File: src/rtl/sad_pkg.sv
`timescale 1ns/1ps
package sad_pkg;

  localparam int SAMPLE_W = 24;
  localparam int NUM_WSEL = 4;

  typedef enum logic [1:0] {
    FMT_I2S   = 2'd0,
    FMT_LEFT  = 2'd1,
    FMT_RIGHT = 2'd2,
    FMT_ALT   = 2'd3
  } fmt_e;

  typedef struct packed {
    fmt_e       fmt;
    logic [1:0] wsel;
  } cfg_t;

  // Word width selected by a width code.
  function automatic int unsigned width_of(input logic [1:0] wsel);
    case (wsel)
      2'd0:    return 16;
      2'd1:    return 18;
      2'd2:    return 20;
      default: return 24;
    endcase
  endfunction

  // Frame-clock level that marks the left slot.
  function automatic logic left_level(input fmt_e fmt);
    return (fmt == FMT_LEFT) || (fmt == FMT_RIGHT);
  endfunction

  // Index (from 0 at the first edge of a slot) of the MSB.
  function automatic int unsigned start_of(input fmt_e fmt, input logic [1:0] wsel,
                                           input int unsigned slot_bits);
    case (fmt)
      FMT_LEFT:  return 0;
      FMT_RIGHT: return slot_bits - width_of(wsel);
      default:   return 1;
    endcase
  endfunction

endpackage

File: src/rtl/sad_front.sv
`timescale 1ns/1ps
module sad_front #(
  parameter int STAGES = 2
) (
  input  logic clk,
  input  logic rst_n,
  input  logic bclk_in,
  input  logic lrclk_in,
  input  logic data_in,
  output logic bit_stb,
  output logic lr_s,
  output logic sd_s
);
  localparam int NSIG = 3;

  logic [NSIG-1:0] chain [STAGES];
  logic            bclk_d;

  for (genvar s = 0; s < STAGES; s++) begin : g_stage
    if (s == 0) begin : g_first
      always_ff @(posedge clk or negedge rst_n) begin
        if (!rst_n) chain[0] <= '0;
        else        chain[0] <= {bclk_in, lrclk_in, data_in};
      end
    end else begin : g_next
      always_ff @(posedge clk or negedge rst_n) begin
        if (!rst_n) chain[s] <= '0;
        else        chain[s] <= chain[s-1];
      end
    end
  end

  always_ff @(posedge clk or negedge rst_n) begin
    if (!rst_n) bclk_d <= 1'b0;
    else        bclk_d <= chain[STAGES-1][2];
  end

  assign bit_stb = chain[STAGES-1][2] & ~bclk_d;
  assign lr_s    = chain[STAGES-1][1];
  assign sd_s    = chain[STAGES-1][0];
endmodule

File: src/rtl/sad_slot_ctl.sv
`timescale 1ns/1ps
module sad_slot_ctl
  import sad_pkg::*;
#(
  parameter int SLOT_BITS = 32
) (
  input  logic       clk,
  input  logic       rst_n,
  input  logic       bit_stb,
  input  logic       lr_s,
  input  cfg_t       cfg_in,
  output logic       cap_en,
  output logic       last_bit,
  output logic       is_right,
  output logic [1:0] cur_wsel,
  output cfg_t       act_cfg
);
  localparam int CW = $clog2(SLOT_BITS) + 1;
  localparam logic [CW-1:0] IDX_SAT = '1;
  localparam cfg_t CFG_RST = '{fmt: FMT_I2S, wsel: 2'd0};

  logic          lr_prev_q, primed_q;
  logic [CW-1:0] idx_q, idx_now, start_idx, last_idx;
  cfg_t          act_q, pend_q, cfg_now;
  logic          lr_edge, enter_left, do_load;

  always_comb begin
    lr_edge    = bit_stb && (lr_s != lr_prev_q);
    enter_left = lr_edge && (lr_s == left_level(act_q.fmt));
    do_load    = lr_edge && (!primed_q || enter_left);
    cfg_now    = do_load ? pend_q : act_q;
    if (lr_edge)              idx_now = '0;
    else if (idx_q == IDX_SAT) idx_now = IDX_SAT;
    else                      idx_now = idx_q + CW'(1);
    start_idx = CW'(start_of(cfg_now.fmt, cfg_now.wsel, SLOT_BITS));
    last_idx  = start_idx + CW'(width_of(cfg_now.wsel)) - CW'(1);
  end

  always_ff @(posedge clk or negedge rst_n) begin
    if (!rst_n) begin
      lr_prev_q <= 1'b0;
      primed_q  <= 1'b0;
      idx_q     <= IDX_SAT;
      act_q     <= CFG_RST;
      pend_q    <= CFG_RST;
    end else begin
      pend_q <= cfg_in;
      if (bit_stb) begin
        lr_prev_q <= lr_s;
        idx_q     <= idx_now;
      end
      if (do_load) begin
        act_q    <= pend_q;
        primed_q <= 1'b1;
      end
    end
  end

  assign cap_en   = bit_stb && (idx_now >= start_idx) && (idx_now <= last_idx);
  assign last_bit = bit_stb && (idx_now == last_idx);
  assign is_right = (lr_s != left_level(cfg_now.fmt));
  assign cur_wsel = cfg_now.wsel;
  assign act_cfg  = act_q;
endmodule

File: src/rtl/sad_shift.sv
`timescale 1ns/1ps
module sad_shift
  import sad_pkg::*;
#(
  parameter int OUT_W = SAMPLE_W
) (
  input  logic             clk,
  input  logic             rst_n,
  input  logic             cap_en,
  input  logic             last_bit,
  input  logic             sd_s,
  input  logic             is_right,
  input  logic [1:0]       wsel,
  output logic             word_vld,
  output logic [OUT_W-1:0] word,
  output logic             word_right
);
  logic [OUT_W-2:0] sh_q;
  logic [OUT_W-1:0] assembled;
  logic [OUT_W-1:0] ext [NUM_WSEL];

  assign assembled = {sh_q, sd_s};

  for (genvar g = 0; g < NUM_WSEL; g++) begin : g_ext
    localparam int WB = int'(width_of(2'(g)));
    if (WB >= OUT_W) begin : g_full
      assign ext[g] = assembled;
    end else begin : g_sign
      assign ext[g] = {{(OUT_W-WB){assembled[WB-1]}}, assembled[WB-1:0]};
    end
  end

  always_ff @(posedge clk or negedge rst_n) begin
    if (!rst_n) begin
      sh_q       <= '0;
      word_vld   <= 1'b0;
      word       <= '0;
      word_right <= 1'b0;
    end else begin
      if (cap_en) sh_q <= assembled[OUT_W-2:0];
      word_vld <= last_bit;
      if (last_bit) begin
        word       <= ext[wsel];
        word_right <= is_right;
      end
    end
  end
endmodule

File: src/rtl/sad_out_reg.sv
`timescale 1ns/1ps
module sad_out_reg #(
  parameter int W = 24
) (
  input  logic         clk,
  input  logic         rst_n,
  input  logic         in_vld,
  input  logic [W-1:0] in_word,
  input  logic         in_right,
  input  logic         out_ready,
  output logic         out_valid,
  output logic [W-1:0] out_sample,
  output logic         out_right
);
  always_ff @(posedge clk or negedge rst_n) begin
    if (!rst_n) begin
      out_valid  <= 1'b0;
      out_sample <= '0;
      out_right  <= 1'b0;
    end else if (in_vld) begin
      out_valid  <= 1'b1;
      out_sample <= in_word;
      out_right  <= in_right;
    end else if (out_ready) begin
      out_valid  <= 1'b0;
    end
  end
endmodule

File: src/rtl/serial_audio_deser.sv
`timescale 1ns/1ps
module serial_audio_deser
  import sad_pkg::*;
#(
  parameter int SLOT_BITS   = 32,
  parameter int SYNC_STAGES = 2
) (
  input  logic                clk,
  input  logic                rst_n,
  input  logic                ser_bclk,
  input  logic                ser_lrclk,
  input  logic                ser_data,
  input  logic [1:0]          cfg_fmt,
  input  logic [1:0]          cfg_wsel,
  input  logic                out_ready,
  output logic                out_valid,
  output logic [SAMPLE_W-1:0] out_sample,
  output logic                out_right
);
  logic                bit_stb, lr_s, sd_s;
  logic                cap_en, last_bit, is_right;
  logic [1:0]          cur_wsel;
  cfg_t                cfg_in, act_cfg;
  logic                word_vld, word_right;
  logic [SAMPLE_W-1:0] word;

  assign cfg_in = '{fmt: fmt_e'(cfg_fmt), wsel: cfg_wsel};

  sad_front #(.STAGES(SYNC_STAGES)) u_front (
    .clk(clk), .rst_n(rst_n),
    .bclk_in(ser_bclk), .lrclk_in(ser_lrclk), .data_in(ser_data),
    .bit_stb(bit_stb), .lr_s(lr_s), .sd_s(sd_s)
  );

  sad_slot_ctl #(.SLOT_BITS(SLOT_BITS)) u_ctl (
    .clk(clk), .rst_n(rst_n), .bit_stb(bit_stb), .lr_s(lr_s), .cfg_in(cfg_in),
    .cap_en(cap_en), .last_bit(last_bit), .is_right(is_right),
    .cur_wsel(cur_wsel), .act_cfg(act_cfg)
  );

  sad_shift #(.OUT_W(SAMPLE_W)) u_shift (
    .clk(clk), .rst_n(rst_n), .cap_en(cap_en), .last_bit(last_bit),
    .sd_s(sd_s), .is_right(is_right), .wsel(cur_wsel),
    .word_vld(word_vld), .word(word), .word_right(word_right)
  );

  sad_out_reg #(.W(SAMPLE_W)) u_out (
    .clk(clk), .rst_n(rst_n), .in_vld(word_vld), .in_word(word),
    .in_right(word_right), .out_ready(out_ready),
    .out_valid(out_valid), .out_sample(out_sample), .out_right(out_right)
  );
endmodule

File: config.mk
export PLATFORM = sky130hd
export DESIGN_NAME = serial_audio_deser
export DESIGN_NICKNAME = d
export VERILOG_FILES = /design/src/rtl/sad_pkg.sv /design/src/rtl/sad_front.sv /design/src/rtl/sad_slot_ctl.sv /design/src/rtl/sad_shift.sv /design/src/rtl/sad_out_reg.sv /design/src/rtl/serial_audio_deser.sv
export SDC_FILE = /design/constraint.sdc
export NUM_CORES = 1
export LEC_CHECK = 0
export BUFFER_PORTS_ARGS = -buffer_cell sky130_fd_sc_hd__buf_4
export CAP_MARGIN = 30
export CORE_UTILIZATION = 64
export CTS_CLUSTER_SIZE = 12
export DETAILED_ROUTE_END_ITERATION = 16
export PLACE_DENSITY = 0.82
export SLEW_MARGIN = 20
export SYNTH_ARGS = -nofsm -noshare
export SYNTH_HDL_FRONTEND = slang
export SYNTH_SLANG_ARGS = --single-unit
export TNS_END_PERCENT = 50
File: constraint.sdc
create_clock -name clk -period 9.6 [get_ports clk]
set_input_delay 1.92 -clock clk [delete_from_list [all_inputs] [get_ports clk]]
set_output_delay 1.92 -clock clk [all_outputs]
set_load 0.005 [all_outputs]
==> results.rst <==
.. list-table::
   :header-rows: 1

   * - Metric
     - Value
   * - Status
     - finished, final reports clean
   * - DIE HEIGHT
     - 84.7 µm
   * - Maximum fanout along the worst path
     - 32
   * - Number of buffers created by CTS
     - 9
   * - Initial core utilization
     - 0.675
   * - Instance count of the mapped netlist
     - 367
   * - Endpoint required time on the critical path
     - 9850 ps
   * - DP Worst Slack
     - 3490 ps
   * - Gate family responsible for the most delay along the worst path
     - compound AO/OA/AOI/OAI gates
   * - Filler cell count in the final layout
     - 421
   * - Via count of the first global-routing pass
     - 2733
   * - Commonest cells after routing, fill and taps aside
     - dfrtp_1 (92), nand2_1 (70), mux2_2 (47)
   * - Transition time of the tightest slew-check pin
     - 661 ps
   * - Slowest cell delay on critical path
     - 580 ps
   * - Power Total
     - 1260 µW
   * - Clock latency reported for the late side of the worst-skew pair
     - 370 ps
   * - Minimum clock period
     - 6160 ps
   * - Buffers on Ports
     - 35
   * - Sequential cell area fraction in the yosys report
     - 0.561
   * - Wirelength, routed
     - 7.44 mm
   * - Number of H-tree branching levels
     - 3
   * - Clock root buffer master
     - clkbuf_8
   * - F_max
     - 162 MHz
   * - Number of detailed-route iterations in the first pass
     - 6
   * - Width of the die
     - 84.7 µm
   * - Crit path DAT
     - 6400 ps
   * - Final max-slew violation count
     - 0
   * - Postcts setup bufs
     - 0
   * - Post-CTS Resized
     - 0
   * - RSZ-0062 raised after global routing
     - false
   * - Core Area
     - 6490 µm²
   * - Vias after detailed routing
     - 2733
   * - Number of library cell types mapped by synthesis
     - 43
   * - Total of flip-flops plus latches after synthesis
     - 98
   * - Antenna violations before repair
     - 0
   * - Fraction of the cycle the final worst path needs
     - 0.641
   * - Slew margin rel.
     - 0.559
   * - First-pass GRT wire length
     - 12.9 mm
   * - Kind of end point of the critical path
     - flop
   * - Hold Worst Slack
     - 358 ps
   * - Half-perimeter wire length after placement
     - 5.01 mm
   * - Hold buffers post-CTS
     - 0
   * - Master of the slowest instance on the critical path
     - o32a_2
   * - Main flop type after synthesis
     - dfrtp_1
   * - DRT antenna net count
     - 0
   * - Vias/cell
     - 5.65
   * - Static Leak
     - 0.00251 µW
   * - Hold crit path type
     - flop to flop
   * - Ordered cell list for the critical path
     - xor3_1, a211oi_1, mux2i_2, ha_1, nand3b_1, ha_1, inv_1, ha_1, a21o_1, a21oi_1, xor2_1, ha_1, nand4_1, or4b_1, buf_4, inv_2, o32a_2, mux2_2
   * - Cell occurring most often along the worst timing path
     - ha_1
   * - GPL Wtd Cong
     - 0.835
   * - N_diodes
     - 0
   * - Synthesis warning total
     - 0
   * - Ys async rst share
     - 1.00
   * - Total power per unit cell area
     - 257 nW/µm²
   * - Floorplan die area
     - 7180 µm²
   * - Number of ports placed on the die boundary
     - 36
   * - Slack of the critical path
     - 3440 ps
   * - # DRC
     - 0
   * - Total negative slack
     - 0 ps
   * - Share of final-layout standard cells stronger than drive strength 1
     - 0.285
   * - Max-capacitance violation count
     - 0
   * - Category of the most critical setup path
     - flop to flop
   * - Final count of hold timing violations
     - 0
   * - Maximum number of pins on one net before global-route repair
     - 56
   * - All-Layer GR Usage
     - 0.232
   * - Drt first-iter violations
     - 144
   * - Clock tree from TritonCTS
     - built
   * - Post-synth EDFFs
     - 0
   * - Nature of the critical path startpoint
     - flop
   * - Clock transition time at the flip-flop clock pins of the worst setup and hold paths
     - 90 ps
   * - Floorplan row count
     - 29
   * - Total nets after synthesis
     - 401
   * - Average footprint of a synthesized cell
     - 11.9 µm²
   * - Count of endpoints failing setup in the final report
     - 0
   * - Post-synthesis instance area
     - 4380 µm²
   * - Area delta synth->final
     - 11.8%
   * - Clock buffer depth
     - 2
   * - Final net count
     - 436
   * - Total buffers and inverters traversed by the critical path
     - 3
   * - Grt ovf
     - 0
   * - Wire per inst
     - 15.4 µm
   * - Clock net sink count
     - 98
   * - Worst Skew
     - 13.1 ps
   * - Most frequent standard cell in the layout excluding fill and tap cells
     - dfrtp_1
   * - Peak supply drop
     - 0.188 mV
[power by group]
group	internal, µW	switching, µW
logic	210	213
clock network	124	146
registers	506	60.0
total	841	419
[worst paths after layout]
path	startpoint	to	slack (ps)	depth (start not counted)
worst min register to register	u_front.chain[5]	u_front.chain[2]	360	0
worst max-delay path	u_front.lr_s	u_shift.sh_q[0]	3440	18
min in group asynchronous	rst_n	u_ctl.act_cfg[3]	1540	1
worst min-delay path	u_front.chain[5]	u_front.chain[2]	360	0
max in group asynchronous	rst_n	u_shift.word_right	7010	2
worst max register to register	u_front.lr_s	u_shift.sh_q[0]	3440	18
[sequential cells by signal, summed over array words and instances (netlist names)]
signal and cells:
u_out.out_sample 24, u_shift.word 24, u_shift.sh_q 23, u_ctl.idx_q 6
u_ctl.act_cfg 4, u_ctl.pend_q 4, u_front.chain 4, u_ctl.lr_prev_q 1
u_ctl.primed_q 1, u_front.bclk_d 1, u_front.lr_s 1, u_front.sd_s 1
u_out.out_right 1, u_out.out_valid 1, u_shift.word_right 1, u_shift.word_vld 1
[per-stage QoR]
step | utilization | std cells | instance area, µm²
2_1_floorplan | - | 367 | 4380
3_3_place_gp | 0.721 | 467 | 4680
3_5_place_dp | 0.721 | 467 | 4680
4_1_cts | 0.752 | 483 | 4880
5_1_grt | 0.754 | 484 | 4900
6_report | 0.754 | 484 | 4900
[cell type report]
class / instances / area (µm²) / area share
Clock buffer: 10 / 128 / 0.0261
Sequential cell: 98 / 2460 / 0.502
Timing Repair Buffer: 38 / 293 / 0.0598
Tap cell: 77 / 96.3 / 0.0197
Multi-Input combinational cell: 236 / 1780 / 0.362
Inverter: 19 / 71.3 / 0.0146
Clock inverter: 6 / 75.1 / 0.0153
[kinds of logic after synthesis]
| group | share of synthesized area |
|---|---|
| xor+xnor | 0.0211 |
| mux | 0.132 |
| buf+inv | 0.0334 |
| flops | 0.561 |
| fa+ha+maj | 0.0702 |
| compound gates | 0.0777 |
| simple gates | 0.105 |
[cells in the mapped netlist, drive strengths merged (3+ instances only)]
cell,instances,area (µm²)
dfrtp,92,2300
nand2,70,263
mux2,50,563
ha,23,288
inv,19,71.3
nor2,12,47.6
o21ai,12,60.1
clkbuf,11,41.3
a21oi,9,45.0
a211oi,6,57.6
dfstp,6,158
a2111oi,5,43.8
a21o,5,37.5
a31oi,5,31.3
xnor2,5,51.3
nand2b,4,25.0
nand3,4,25.0
nand3b,4,30.0
buf,3,33.8
[metal layers]
| layer | vias up | global-route usage | routed length [µm] |
|---|---|---|---|
| met4 | 0 | 0.103 | 120 |
| li1 | 1326 | - | - |
| met5 | - | 0 | 0 |
| met1 | 1345 | 0.316 | 3480 |
| met2 | 52 | 0.368 | 3600 |
| met3 | 10 | 0.0423 | 229 |
(Power assumes the default switching activity.)
